$ cat src/rtl/dsm_pkg.sv
package dsm_pkg;

  localparam logic [3:0] CODE_MINUS = 4'b1010;
  localparam logic [3:0] CODE_OVER  = 4'b1011;
  localparam int unsigned NUM_POS   = 3;

  typedef enum logic [1:0] {
    POS_MSD = 2'd0,
    POS_NSD = 2'd1,
    POS_LSD = 2'd2
  } digit_pos_t;

  typedef struct packed {
    logic [3:0] msd;
    logic [3:0] nsd;
    logic [3:0] lsd;
  } digit_codes_t;

endpackage

$ cat src/rtl/dsm_bin2bcd.sv
module dsm_bin2bcd #(
  parameter int unsigned BIN_W = 11
) (
  input  logic [BIN_W-1:0] bin,
  output logic [3:0]       hund,
  output logic [3:0]       tens,
  output logic [3:0]       ones
);

  localparam int unsigned NDIG  = 3;
  localparam int unsigned ACC_W = 4 * NDIG;

  logic [ACC_W-1:0] acc;

  // shift-and-add-3; only exact for inputs below 1000
  always_comb begin
    acc = '0;
    for (int i = BIN_W - 1; i >= 0; i--) begin
      for (int d = 0; d < NDIG; d++) begin
        if (acc[4*d +: 4] >= 4'd5) begin
          acc[4*d +: 4] = acc[4*d +: 4] + 4'd3;
        end
      end
      acc = {acc[ACC_W-2:0], bin[i]};
    end
  end

  assign ones = acc[3:0];
  assign tens = acc[7:4];
  assign hund = acc[11:8];

endmodule

$ cat src/rtl/dsm_encoder.sv
module dsm_encoder
  import dsm_pkg::*;
#(
  parameter int unsigned VAL_W = 11
) (
  input  logic signed [VAL_W-1:0] value,
  input  logic                    over,
  input  logic                    under,
  output digit_codes_t            codes
);

  localparam int MAX_POS = 999;
  localparam int MIN_NEG = -99;

  logic                    pos_ovr;
  logic                    neg_ovr;
  logic                    minus;
  logic signed [VAL_W-1:0] negated;
  logic        [VAL_W-1:0] mag;
  logic [3:0]              d_h;
  logic [3:0]              d_t;
  logic [3:0]              d_o;

  always_comb begin
    pos_ovr = over || (value > MAX_POS);
    neg_ovr = !pos_ovr && (under || (value < MIN_NEG));
    minus   = value[VAL_W-1];
    negated = -value;
    mag     = minus ? negated : value;
  end

  dsm_bin2bcd #(.BIN_W(VAL_W)) u_b2b (
    .bin  (mag),
    .hund (d_h),
    .tens (d_t),
    .ones (d_o)
  );

  always_comb begin
    if (pos_ovr) begin
      codes = '{msd: CODE_OVER, nsd: CODE_OVER, lsd: CODE_OVER};
    end else if (neg_ovr) begin
      codes = '{msd: CODE_MINUS, nsd: CODE_MINUS, lsd: CODE_MINUS};
    end else if (minus) begin
      codes = '{msd: CODE_MINUS, nsd: d_t, lsd: d_o};
    end else begin
      codes = '{msd: d_h, nsd: d_t, lsd: d_o};
    end
  end

endmodule

$ cat src/rtl/dsm_scan_ctl.sv
module dsm_scan_ctl
  import dsm_pkg::*;
#(
  parameter int unsigned LEN_W = 8
) (
  input  logic             clk,
  input  logic             rst_n,
  input  logic [LEN_W-1:0] slot_len,
  output logic             enter_gap,
  output logic             enter_slot,
  output digit_pos_t       gap_pos,
  output digit_pos_t       slot_pos
);

  localparam logic [LEN_W-1:0] LEN_ONE = LEN_W'(1);

  logic             in_gap_q, in_gap_d;
  digit_pos_t       pos_q, pos_d;
  logic [LEN_W-1:0] cnt_q, cnt_d;
  logic [LEN_W-1:0] len_q, len_d;
  logic             slot_last;
  digit_pos_t       pos_nxt;

  always_comb begin
    slot_last = !in_gap_q && (cnt_q == (len_q - LEN_ONE));
    pos_nxt   = (pos_q == POS_LSD) ? POS_MSD : digit_pos_t'(pos_q + 2'd1);

    in_gap_d = in_gap_q;
    pos_d    = pos_q;
    cnt_d    = cnt_q;
    len_d    = len_q;
    if (in_gap_q) begin
      in_gap_d = 1'b0;
      cnt_d    = '0;
      len_d    = (slot_len == '0) ? LEN_ONE : slot_len;
    end else if (slot_last) begin
      in_gap_d = 1'b1;
      pos_d    = pos_nxt;
    end else begin
      cnt_d    = cnt_q + LEN_ONE;
    end
  end

  // reset state stands for "last clock of the least significant slot"
  always_ff @(posedge clk or negedge rst_n) begin
    if (!rst_n) begin
      in_gap_q <= 1'b0;
      pos_q    <= POS_LSD;
      cnt_q    <= '0;
      len_q    <= LEN_ONE;
    end else begin
      in_gap_q <= in_gap_d;
      pos_q    <= pos_d;
      cnt_q    <= cnt_d;
      len_q    <= len_d;
    end
  end

  assign enter_gap  = slot_last;
  assign enter_slot = in_gap_q;
  assign gap_pos    = pos_nxt;
  assign slot_pos   = pos_q;

endmodule

$ cat src/rtl/digit_scan_mux.sv
module digit_scan_mux
  import dsm_pkg::*;
#(
  parameter int unsigned VAL_W = 11,
  parameter int unsigned LEN_W = 8
) (
  input  logic                    clk,
  input  logic                    rst_n,
  input  logic [LEN_W-1:0]        slot_len,
  input  logic signed [VAL_W-1:0] rd_value,
  input  logic                    rd_over,
  input  logic                    rd_under,
  output logic [3:0]              bcd,
  output logic                    msd_sel_n,
  output logic                    nsd_sel_n,
  output logic                    lsd_sel_n
);

  localparam logic [NUM_POS-1:0] SEL_IDLE = '1;
  localparam logic [NUM_POS-1:0] SEL_ONE  = NUM_POS'(1);

  // reset release synchronizer
  logic rst_meta_q;
  logic rst_sync_q;

  always_ff @(posedge clk or negedge rst_n) begin
    if (!rst_n) begin
      rst_meta_q <= 1'b0;
      rst_sync_q <= 1'b0;
    end else begin
      rst_meta_q <= 1'b1;
      rst_sync_q <= rst_meta_q;
    end
  end

  logic       enter_gap;
  logic       enter_slot;
  digit_pos_t gap_pos;
  digit_pos_t slot_pos;

  dsm_scan_ctl #(.LEN_W(LEN_W)) u_ctl (
    .clk        (clk),
    .rst_n      (rst_sync_q),
    .slot_len   (slot_len),
    .enter_gap  (enter_gap),
    .enter_slot (enter_slot),
    .gap_pos    (gap_pos),
    .slot_pos   (slot_pos)
  );

  // reading snapshot, taken at the gap in front of the MSD slot
  logic                    cap_en;
  logic signed [VAL_W-1:0] val_q;
  logic                    over_q;
  logic                    under_q;
  logic signed [VAL_W-1:0] enc_val;
  logic                    enc_over;
  logic                    enc_under;
  digit_codes_t            codes;

  assign cap_en = enter_gap && (gap_pos == POS_MSD);

  always_ff @(posedge clk or negedge rst_sync_q) begin
    if (!rst_sync_q) begin
      val_q   <= '0;
      over_q  <= 1'b0;
      under_q <= 1'b0;
    end else if (cap_en) begin
      val_q   <= rd_value;
      over_q  <= rd_over;
      under_q <= rd_under;
    end
  end

  // bypass so the MSD code comes from the value being captured
  always_comb begin
    enc_val   = cap_en ? rd_value : val_q;
    enc_over  = cap_en ? rd_over  : over_q;
    enc_under = cap_en ? rd_under : under_q;
  end

  dsm_encoder #(.VAL_W(VAL_W)) u_enc (
    .value (enc_val),
    .over  (enc_over),
    .under (enc_under),
    .codes (codes)
  );

  // output registers
  logic [3:0]         bcd_q, bcd_d;
  logic [NUM_POS-1:0] sel_q, sel_d;

  always_comb begin
    bcd_d = bcd_q;
    sel_d = sel_q;
    if (enter_gap) begin
      sel_d = SEL_IDLE;
      case (gap_pos)
        POS_MSD: bcd_d = codes.msd;
        POS_NSD: bcd_d = codes.nsd;
        default: bcd_d = codes.lsd;
      endcase
    end else if (enter_slot) begin
      sel_d = ~(SEL_ONE << slot_pos);
    end
  end

  always_ff @(posedge clk or negedge rst_sync_q) begin
    if (!rst_sync_q) begin
      bcd_q <= '0;
      sel_q <= SEL_IDLE;
    end else begin
      bcd_q <= bcd_d;
      sel_q <= sel_d;
    end
  end

  assign bcd       = bcd_q;
  assign msd_sel_n = sel_q[POS_MSD];
  assign nsd_sel_n = sel_q[POS_NSD];
  assign lsd_sel_n = sel_q[POS_LSD];

endmodule

$ cat config.mk
export PLATFORM = sky130hd
export DESIGN_NAME = digit_scan_mux
export DESIGN_NICKNAME = d
export VERILOG_FILES = /design/src/rtl/dsm_pkg.sv /design/src/rtl/dsm_bin2bcd.sv /design/src/rtl/dsm_encoder.sv /design/src/rtl/dsm_scan_ctl.sv /design/src/rtl/digit_scan_mux.sv
export SDC_FILE = /design/constraint.sdc
export NUM_CORES = 1
export LEC_CHECK = 0
export BUFFER_PORTS_ARGS = -buffer_cell sky130_fd_sc_hd__clkbuf_2
export CAP_MARGIN = 20
export CORE_MARGIN = 4
export CORE_UTILIZATION = 57
export DETAILED_ROUTE_END_ITERATION = 6
export HOLD_SLACK_MARGIN = 0.02
export PLACE_DENSITY = 0.76
export REMOVE_ABC_BUFFERS = 1
export SKIP_CTS_REPAIR_TIMING = 1
export SLEW_MARGIN = 5
export SYNTH_ARGS = -nofsm -noshare
export SYNTH_HDL_FRONTEND = slang
export SYNTH_SLANG_ARGS = --single-unit
$ cat constraint.sdc
create_clock -name clk -period 2.2 [get_ports clk]
set_input_delay 0.44 -clock clk [delete_from_list [all_inputs] [get_ports clk]]
set_output_delay 0.44 -clock clk [all_outputs]
set_load 0.02 [all_outputs]
==> results of run 1 <==
## report_power, final
group	internal (µW)	total, µW	leakage (µW)	switching, µW
sequential	943	1120	0.000478	174
clock	221	563	0.0000439	342
combinational	3850	8210	0.00293	4360
## layer usage
metal / GRT usage / routed length, µm / up-vias / share of wire
met4: 0.1576 / 3099 / 0 / 0.12
met3: 0.05096 / 3780 / 387 / 0.14
li1: - / - / 2684 / -
met1: 0.3814 / 8433 / 3143 / 0.32
met5: 0 / 0 / - / 0
met2: 0.5739 / 11200 / 954 / 0.42
## metrics by stage
| step | power, µW | hold WS [ns] |
|---|---|---|
| 6_report | 9887 | 0.3667 |
| 5_1_grt | 10260 | 0.3721 |
| 4_1_cts | 7767 | -0.09134 |
| 3_5_place_dp | 7185 | 0.2385 |
| 3_3_place_gp | 6767 | 0.2248 |
| 2_1_floorplan | 4601 | 0.1444 |
## cell families (layout without fill, tap and decap cells)
group                      Yosys count  after routing  share of synthesized area
and+or+nand+nor                    214            214                     0.2304
muxes                               53             53                     0.1213
xor gates and xnor gates            37             37                    0.07033
adders and majority gates           27             27                    0.07166
AOI/OAI and AO/OA                  148            148                     0.2341
buffers and inverters               62            331                    0.05255
other                                1              1                  0.0007954
DFF                                 41             41                     0.2189
## flip-flops by register name, indices dropped and copies added (netlist names)
name,count
u_ctl.len_q,8
u_ctl.cnt_q,8
over_q,1
rst_meta_q,1
val_q,11
u_ctl.enter_slot,1
bcd,4
rst_sync_q,1
under_q,1
u_ctl.slot_pos,2
sel_q,3
## final cells by class
cell class,count,area share
multi-input combinational,480,0.5342
timing repair buffer,278,0.2781
sequential,41,0.1369
inverter,45,0.02240
tap,102,0.01693
clock buffer,5,0.009127
clock inverter,3,0.002323
## worst paths after layout
kind,from,to,depth (start not counted)
setup reg to reg,u_ctl.len_q[1],bcd[1],58
hold / removal,rst_sync_q,val_q[1],1
hold reg to reg,rst_sync_q,val_q[1],1
max in group asynchronous,rst_sync_q,sel_q[2],1
min in group clk,slot_len[3],u_ctl.len_q[3],2
setup / recovery,u_ctl.len_q[1],bcd[1],58
## placed cells by master (no fill, tap or decap), types with 9 or more instances in the layout
master / Yosys / layout
nor3_1: 34 / 31
nor2_1: 49 / 46
xnor2_1: 22 / 18
o21ai_0: 27 / 21
buf_4: 1 / 235
inv_1: 44 / 36
and2_1: 12 / 9
xor2_1: 14 / 12
a31oi_1: 12 / 11
nand3_1: 18 / 15
o31ai_1: 11 / 9
mux2_4: 2 / 9
ha_1: 27 / 11
buf_6: 0 / 10
mux2_2: 24 / 17
a21oi_1: 18 / 15
mux2i_1: 26 / 17
dfrtp_1: 36 / 36
clkbuf_2: 0 / 29
nand2_1: 44 / 44
==> impl_metrics.toml, run 1 <==
[outcome]
status = "finished, violations left"
violations = "design-rule violations, negative setup slack"

[finish]
stdcell_count = 954
nNetsFinal = 901
multi_input_area_um2 = 4028
n_antenna_cell = 0
layout-drive-gt1-share = 0.4847
final_area_um2 = 7540
n_fill_cell = 177
regArea_um2 = 1032
finish.utilization = 0.9559
area_delta_synth_final_pct = 59.93

[sta]
slew_violations = 0
finalCritPeriodShare = 5.560
fin_skew_ns = 0.01602
worst_pin_slew_ns = 0.6898
setup-tns-final_ns = -65.09
rsz0062_at_grt = "yes"
slew_headroom = 0.5371
setup-violations-final = 31
layout_setup_ws_ns = -10.03
min_period_ns = 12.23
finalHoldViolCount = 0
fmax_ghz = 0.08175

[yosys]
syn_avg_cell_area_um2 = 8.087
yosysUniqueCellTypes = 79
ys_ff_latch = 41
synth.most_common_cell = "nor2_1"
yosys_warnings = 0
syn_area_um2 = 4715
synthTopCellsByCount = "nor2_1 (49), inv_1 (44), nand2_1 (44)"
ys.flop_type = "dfrtp_1"
postSynthCellCount = 583
synthTopCellsByArea = "dfrtp_1 (19%), ha_1 (7.2%), mux2_2 (5.7%), mux2i_1 (5.5%), xnor2_1 (4.1%)"
yosysTopAreaCell = "dfrtp_1"
yosysSeqAreaShare = 0.2189
synth-edff-count = 0
postSynth.asyncResetShare = 1.000
synth_top_cell_area_share = 0.1911

[clocking]
cts-root-buf = "clkbuf_8"
clock_tree.buffer_depth = 2
path_clk_slew_ns = 0.11
cts.htree.levels = 2
clkSinkCount = 41
cts_buffers = 5
cts_tree = "yes"
clk_latency_ns = 0.32

[critical_path]
ff2ff_setup_slack_ns = -10.03
endpoint_kind = "flop"
critPathTopFamily = "simple AND/OR/NAND/NOR gates"
cp_slowest_cell = "or4_4"
worst_ep_required_time_ns = 2.37
crit_type = "reg -> reg"
cp_slowest_stage_delay_ns = 0.54
cp-start-kind = "flop"
cp.arrival_ns = 12.41
crit_buf_inv = 9
cp_max_fo = 5

[power_and_ir_drop]
power_density_nw_per_um2 = 1311
p_leak_uw = 0.003456
ir_worst_vdd_mv = 1.527

[placed_design]
place_congestion = 0.9284
dp_hpwl_mm = 12.39
port_buffers = 29
place_area_um2 = 6530
pre_cts_slack_ns = -9.378
dp_cells = 913

[floorplan]
io_pins = 30
coreArea_um2 = 7888
fp.dieH_um = 98.95
rows = 32
die-area_um2 = 9790
die_w_um = 98.95
start_util = 0.5977

[global_routing]
grt_usage = 0.3252
grt_pass1_vias = 5788
overflow = 0
grt_pass1_wl_mm = 26.42
grt_max_degree = 40
antenna_found_initial = 0

[routing]
vias = 7168
ant_nets = 0
drc = 57
viasPerCell = 7.514
wl_per_cell_um = 27.79
drtIter0Drc = 1290
wl_mm = 26.52
dr.pass1.iters = 7

[worst_hold_path]
hold_path_class = "reg -> async"

[flow_run]
cap_viol_max_count = 0
(Power assumes the default switching activity.)
==> run 2: changes to the inputs <==
--- a/config.mk
+++ b/config.mk
@@ -8,13 +8,14 @@
 export BUFFER_PORTS_ARGS = -buffer_cell sky130_fd_sc_hd__clkbuf_2
 export CAP_MARGIN = 20
 export CORE_MARGIN = 4
-export CORE_UTILIZATION = 57
+export CORE_UTILIZATION = 51
 export DETAILED_ROUTE_END_ITERATION = 6
 export HOLD_SLACK_MARGIN = 0.02
-export PLACE_DENSITY = 0.76
+export PLACE_DENSITY = 0.69
 export REMOVE_ABC_BUFFERS = 1
 export SKIP_CTS_REPAIR_TIMING = 1
 export SLEW_MARGIN = 5
 export SYNTH_ARGS = -nofsm -noshare
 export SYNTH_HDL_FRONTEND = slang
 export SYNTH_SLANG_ARGS = --single-unit
+export TNS_END_PERCENT = 20
==> run 2 against run 1 <==
The run ends with negative setup slack left. Cell count fell by 0.21%. Total power down 8.2%. Clock-buffer cell count is 2 higher. Clock skew decreased by 0.0032 ns. First-iteration DRC count shrank 81%. Sequential cell count stayed put. Via count shrank 21%. Core utilization is 12 points lower. Largest power group unchanged.
==> impl_metrics.toml, run 2 (same netlist as run 1, synthesis figures left out) <==
[clocking]
clkSinkCount = 41
cts_tree = "yes"
path_clk_slew_ns = 0.09
cts.htree.levels = 2
cts-root-buf = "clkbuf_8"
cts_buffers = 5
clk_latency_ns = 0.30
clock_tree.buffer_depth = 2

[sta]
fmax_ghz = 0.08649
setup-violations-final = 31
worst_pin_slew_ns = 0.5374
rsz0062_at_grt = "yes"
layout_setup_ws_ns = -9.362
finalCritPeriodShare = 5.256
min_period_ns = 11.56
finalHoldViolCount = 0
whs_ns = 0.3083
slew_headroom = 0.6393
fin_skew_ns = 0.01286
slew_violations = 0

[global_routing]
grt_pass1_vias = 5438
grt_usage = 0.2643
antenna_found_initial = 0
overflow = 0
grt_pass1_wl_mm = 24.50
grt_max_degree = 40

[routing]
wl_mm = 16.59
dr.pass1.iters = 5
drtIter0Drc = 246
wl_per_cell_um = 17.42
viasPerCell = 5.928
ant_nets = 0
vias = 5643
drc = 0

[finish]
multi_input_area_um2 = 3944
reg.largest.list = "val_q x11, u_ctl.cnt_q x8, u_ctl.len_q x8"
layout-drive-gt1-share = 0.4870
n_antenna_cell = 0
largest_reg_flops = 11
largest-register = "val_q"
area_delta_synth_final_pct = 57.14
layout_commonest_cell = "buf_4"
regArea_um2 = 1032
nNetsFinal = 893
n_fill_cell = 515
finish.utilization = 0.8372
final_cell_mix = "buf_4 (232), nor2_1 (45), nand2_1 (41), inv_1 (37), dfrtp_1 (36)"

[critical_path]
cp.arrival_ns = 11.78
ff2ff_path_depth = 55
crit_type = "reg -> reg"
cp-start-kind = "flop"
cp_slowest_stage_delay_ns = 0.54
cp_common_cell = "ha_2"
cp_max_fo = 5
worst_ep_required_time_ns = 2.42
endpoint_kind = "flop"
cp_slowest_cell = "or4_4"

[floorplan]
fp.dieH_um = 104.1
start_util = 0.5328
io_pins = 30
coreArea_um2 = 8848
rows = 34
die-area_um2 = 10850
die_w_um = 104.1

[outcome]
status = "finished, violations left"
violations = "negative setup slack"

[worst_hold_path]
hold_path_class = "reg -> async"

[placed_design]
dp_hpwl_mm = 11.66
place_congestion = 0.9141
port_buffers = 29

[power_and_ir_drop]
p_leak_uw = 0.003402
ir_worst_vdd_mv = 1.594
power_density_nw_per_um2 = 1225

[flow_run]
cap_viol_max_count = 0
-- run 2: metal layers --
layer	wire (µm)	GRT usage	vias to the layer above
met5	0	0	-
met4	420	0.04463	0
li1	-	-	2666
met3	885	0.03104	48
met2	8407	0.4749	218
met1	6871	0.3445	2711
-- run 2: through the flow --
step                setup slack (ns)  TNS (ns)  instance area, µm²  power (µW)  std cells
floorplan                     -10.16    -58.05                4636        4601        566
global route                  -9.786    -58.25                7408        9737        952
detailed placement            -9.297    -55.94                6583        7150        925
global placement              -8.938    -52.60                6583        6874        925
finish                        -9.362    -55.41                7408        9075        952
CTS                           -9.394    -57.35                6699        7830        933
-- run 2: cell type report --
cell class	count	share of cell area
inverters	45	0.02314
flip-flops and latches	41	0.1393
clock inverters	1	0.004053
clock buffers	7	0.01165
multi-input cells	480	0.5323
repair buffers	270	0.2712
well taps	108	0.01824
-- run 2: path summary, 6_finish.rpt --
check	startpoint	to	slack (ns)
min reg2reg	rst_sync_q	val_q[9]	0.31
max reg2reg	u_ctl.len_q[1]	bcd[1]	-9.36
min	rst_sync_q	val_q[9]	0.31
min in group clk	rst_meta_q	rst_sync_q	0.37
max in group asynchronous	rst_sync_q	sel_q[0]	1.51
max	u_ctl.len_q[1]	bcd[1]	-9.36
-- run 2: power by group --
part | total [µW] | internal [µW] | switching [µW]
clock network | 642 | 370 | 272
logic | 7350 | 3880 | 3470
registers | 1080 | 943 | 141
-- run 2: worst max-delay path: cells and delay by family, from the launching register on --
family,cells,cell delay [ns]
XOR/XNOR,5,1.04
flip-flops,1,0.40
buffers and inverters,5,0.58
multiplexers,4,1.00
AND/OR/NAND/NOR,20,3.94
AO/OA/AOI/OAI,13,2.79
adder cells (fa/ha/maj),8,1.69
==> run 3: changes to the inputs <==
--- a/config.mk
+++ b/config.mk
@@ -7,7 +7,8 @@
 export LEC_CHECK = 0
 export BUFFER_PORTS_ARGS = -buffer_cell sky130_fd_sc_hd__clkbuf_2
 export CAP_MARGIN = 20
-export CORE_MARGIN = 4
+export CORE_ASPECT_RATIO = 0.6
+export CORE_MARGIN = 1.5
 export CORE_UTILIZATION = 51
 export DETAILED_ROUTE_END_ITERATION = 6
 export HOLD_SLACK_MARGIN = 0.02
==> run 3 against run 2 <==
The flow finishes with violations (design-rule violations, negative setup slack). Global-route usage grew 7.5 points. Register-to-register slack lost 0.30 ns. Core utilization grew 4.9 points. Sequential cell count is the same. Critical endpoint is now bcd[2].
==> impl_metrics.toml, run 3 (same netlist as run 1, synthesis figures left out) <==
[sta]
fin_skew_ns = 0.005007
fmax_ghz = 0.08428
whs_ns = 0.1326
worst_pin_slew_ns = 0.6857
layout_setup_ws_ns = -9.666
rsz0062_at_grt = "yes"
slew_headroom = 0.5429
min_period_ns = 11.87
finalCritPeriodShare = 5.393
slew_violations = 0
setup-violations-final = 31
finalHoldViolCount = 0

[routing]
drtIter0Drc = 934
wl_per_cell_um = 23.17
wl_mm = 22.59
drc = 15
dr.pass1.iters = 7
viasPerCell = 6.783
vias = 6613
ant_nets = 0

[global_routing]
overflow = 0
grt_pass1_wl_mm = 26.61
grt_usage = 0.3393
grt_max_degree = 33
antenna_found_initial = 1
grt_pass1_vias = 5552

[finish]
n_fill_cell = 379
largest-register = "val_q"
layout_commonest_cell = "buf_4"
reg.largest.list = "val_q x11, u_ctl.cnt_q x8, u_ctl.len_q x8"
final_cell_mix = "buf_4 (249), nor2_1 (44), nand2_1 (40), inv_1 (37), dfrtp_1 (36)"
finish.utilization = 0.8862
largest_reg_flops = 11
final_area_um2 = 7755
layout-drive-gt1-share = 0.5052
n_antenna_cell = 0
nNetsFinal = 912
area_delta_synth_final_pct = 64.49

[clocking]
clk_latency_ns = 0.30
cts_buffers = 5
cts-root-buf = "clkbuf_16"
clock_tree.buffer_depth = 2
clkSinkCount = 41
cts_tree = "yes"
path_clk_slew_ns = 0.07
cts.htree.levels = 2

[critical_path]
cp_slowest_stage_delay_ns = 0.54
worstReg2RegStart = "u_ctl.len_q[1]"
cp_max_fo = 6
cp-start-kind = "flop"
endpoint_kind = "flop"
worst_ep_required_time_ns = 2.42
cp_common_cell = "ha_4"
crit_start = "u_ctl.len_q[1]"
cp.arrival_ns = 12.08
cp_slowest_cell = "or4_4"
crit_type = "reg -> reg"

[power_and_ir_drop]
p_leak_uw = 0.003553
ir_worst_vdd_mv = 0.8881
power_density_nw_per_um2 = 1301
finalPower_uw = 10090

[outcome]
violations = "design-rule violations, negative setup slack"
status = "finished, violations left"

[floorplan]
die-area_um2 = 9849
coreArea_um2 = 8751
rows = 26
start_util = 0.5387
die_w_um = 127.1
io_pins = 30
fp.dieH_um = 77.48

[placed_design]
place_area_um2 = 6603
port_buffers = 29
pre_cts_slack_ns = -9.527
place_congestion = 0.9953
dp_hpwl_mm = 12.80

[worst_hold_path]
hold_path_class = "reg -> async"

[flow_run]
cap_viol_max_count = 0
-- run 3: cell types whose count changed in the layout (fill, tap and decap cells not counted), moves of 4 or more --
cell,change
clkbuf_16,+5
ha_4,+5
buf_4,+17
ha_2,-4
clkbuf_8,-5
-- run 3: metal layers --
layer / global-route usage / wire, µm / up-vias / part of all wire
li1: - / - / 2707 / -
met2: 0.5647 / 9608 / 621 / 0.43
met5: 0 / 0 / - / 0
met1: 0.4608 / 8532 / 3071 / 0.38
met3: 0.06000 / 2774 / 214 / 0.12
met4: 0.07614 / 1678 / 0 / 0.074
-- run 3: report_power, final --
| group | leakage [µW] | total [µW] | internal (µW) | switching (µW) |
|---|---|---|---|---|
| Sequential | 0.000478 | 1080 | 944 | 137 |
| Clock | 0.0000701 | 801 | 453 | 347 |
| Combinational | 0.00301 | 8210 | 4120 | 4090 |
-- run 3: through the flow --
stage,cells,TNS [ns]
after global routing,975,-64.20
after CTS,939,-59.33
final,975,-60.95
after detailed placement,931,-57.79
after floorplan,566,-58.05
after global placement,931,-52.71
-- run 3: worst max-delay path, delay by kind of cell (launching register included) --
kind | cells | cell delay [ns]
AND/OR/NAND/NOR | 16 | 3.97
multiplexers | 5 | 1.24
adder cells (fa/ha/maj) | 6 | 1.13
AO/OA/AOI/OAI | 16 | 3.54
buffers and inverters | 8 | 1.07
flip-flops | 1 | 0.40
XOR/XNOR | 2 | 0.41
-- run 3: final timing paths --
path | end | slack [ns] | cells past startpoint
max in group asynchronous | sel_q[2] | 1.28 | 1
max | bcd[2] | -9.67 | 53
min reg2reg | u_ctl.len_q[7] | 0.13 | 0
min | u_ctl.len_q[7] | 0.13 | 0
max reg2reg | bcd[2] | -9.67 | 53
min in group clk | rst_sync_q | 0.36 | 0
-- run 3: area by class of cell --
| cell class | count | area (µm²) | area share |
|---|---|---|---|
| Multi-Input combinational cell | 480 | 4095 | 0.5281 |
| Clock inverter | 1 | 7.507 | 0.0009681 |
| Tap cell | 112 | 140.1 | 0.01807 |
| Clock buffer | 7 | 142.6 | 0.01839 |
| Timing Repair Buffer | 289 | 2168 | 0.2796 |
| Sequential cell | 41 | 1032 | 0.1331 |
| Inverter | 45 | 168.9 | 0.02178 |
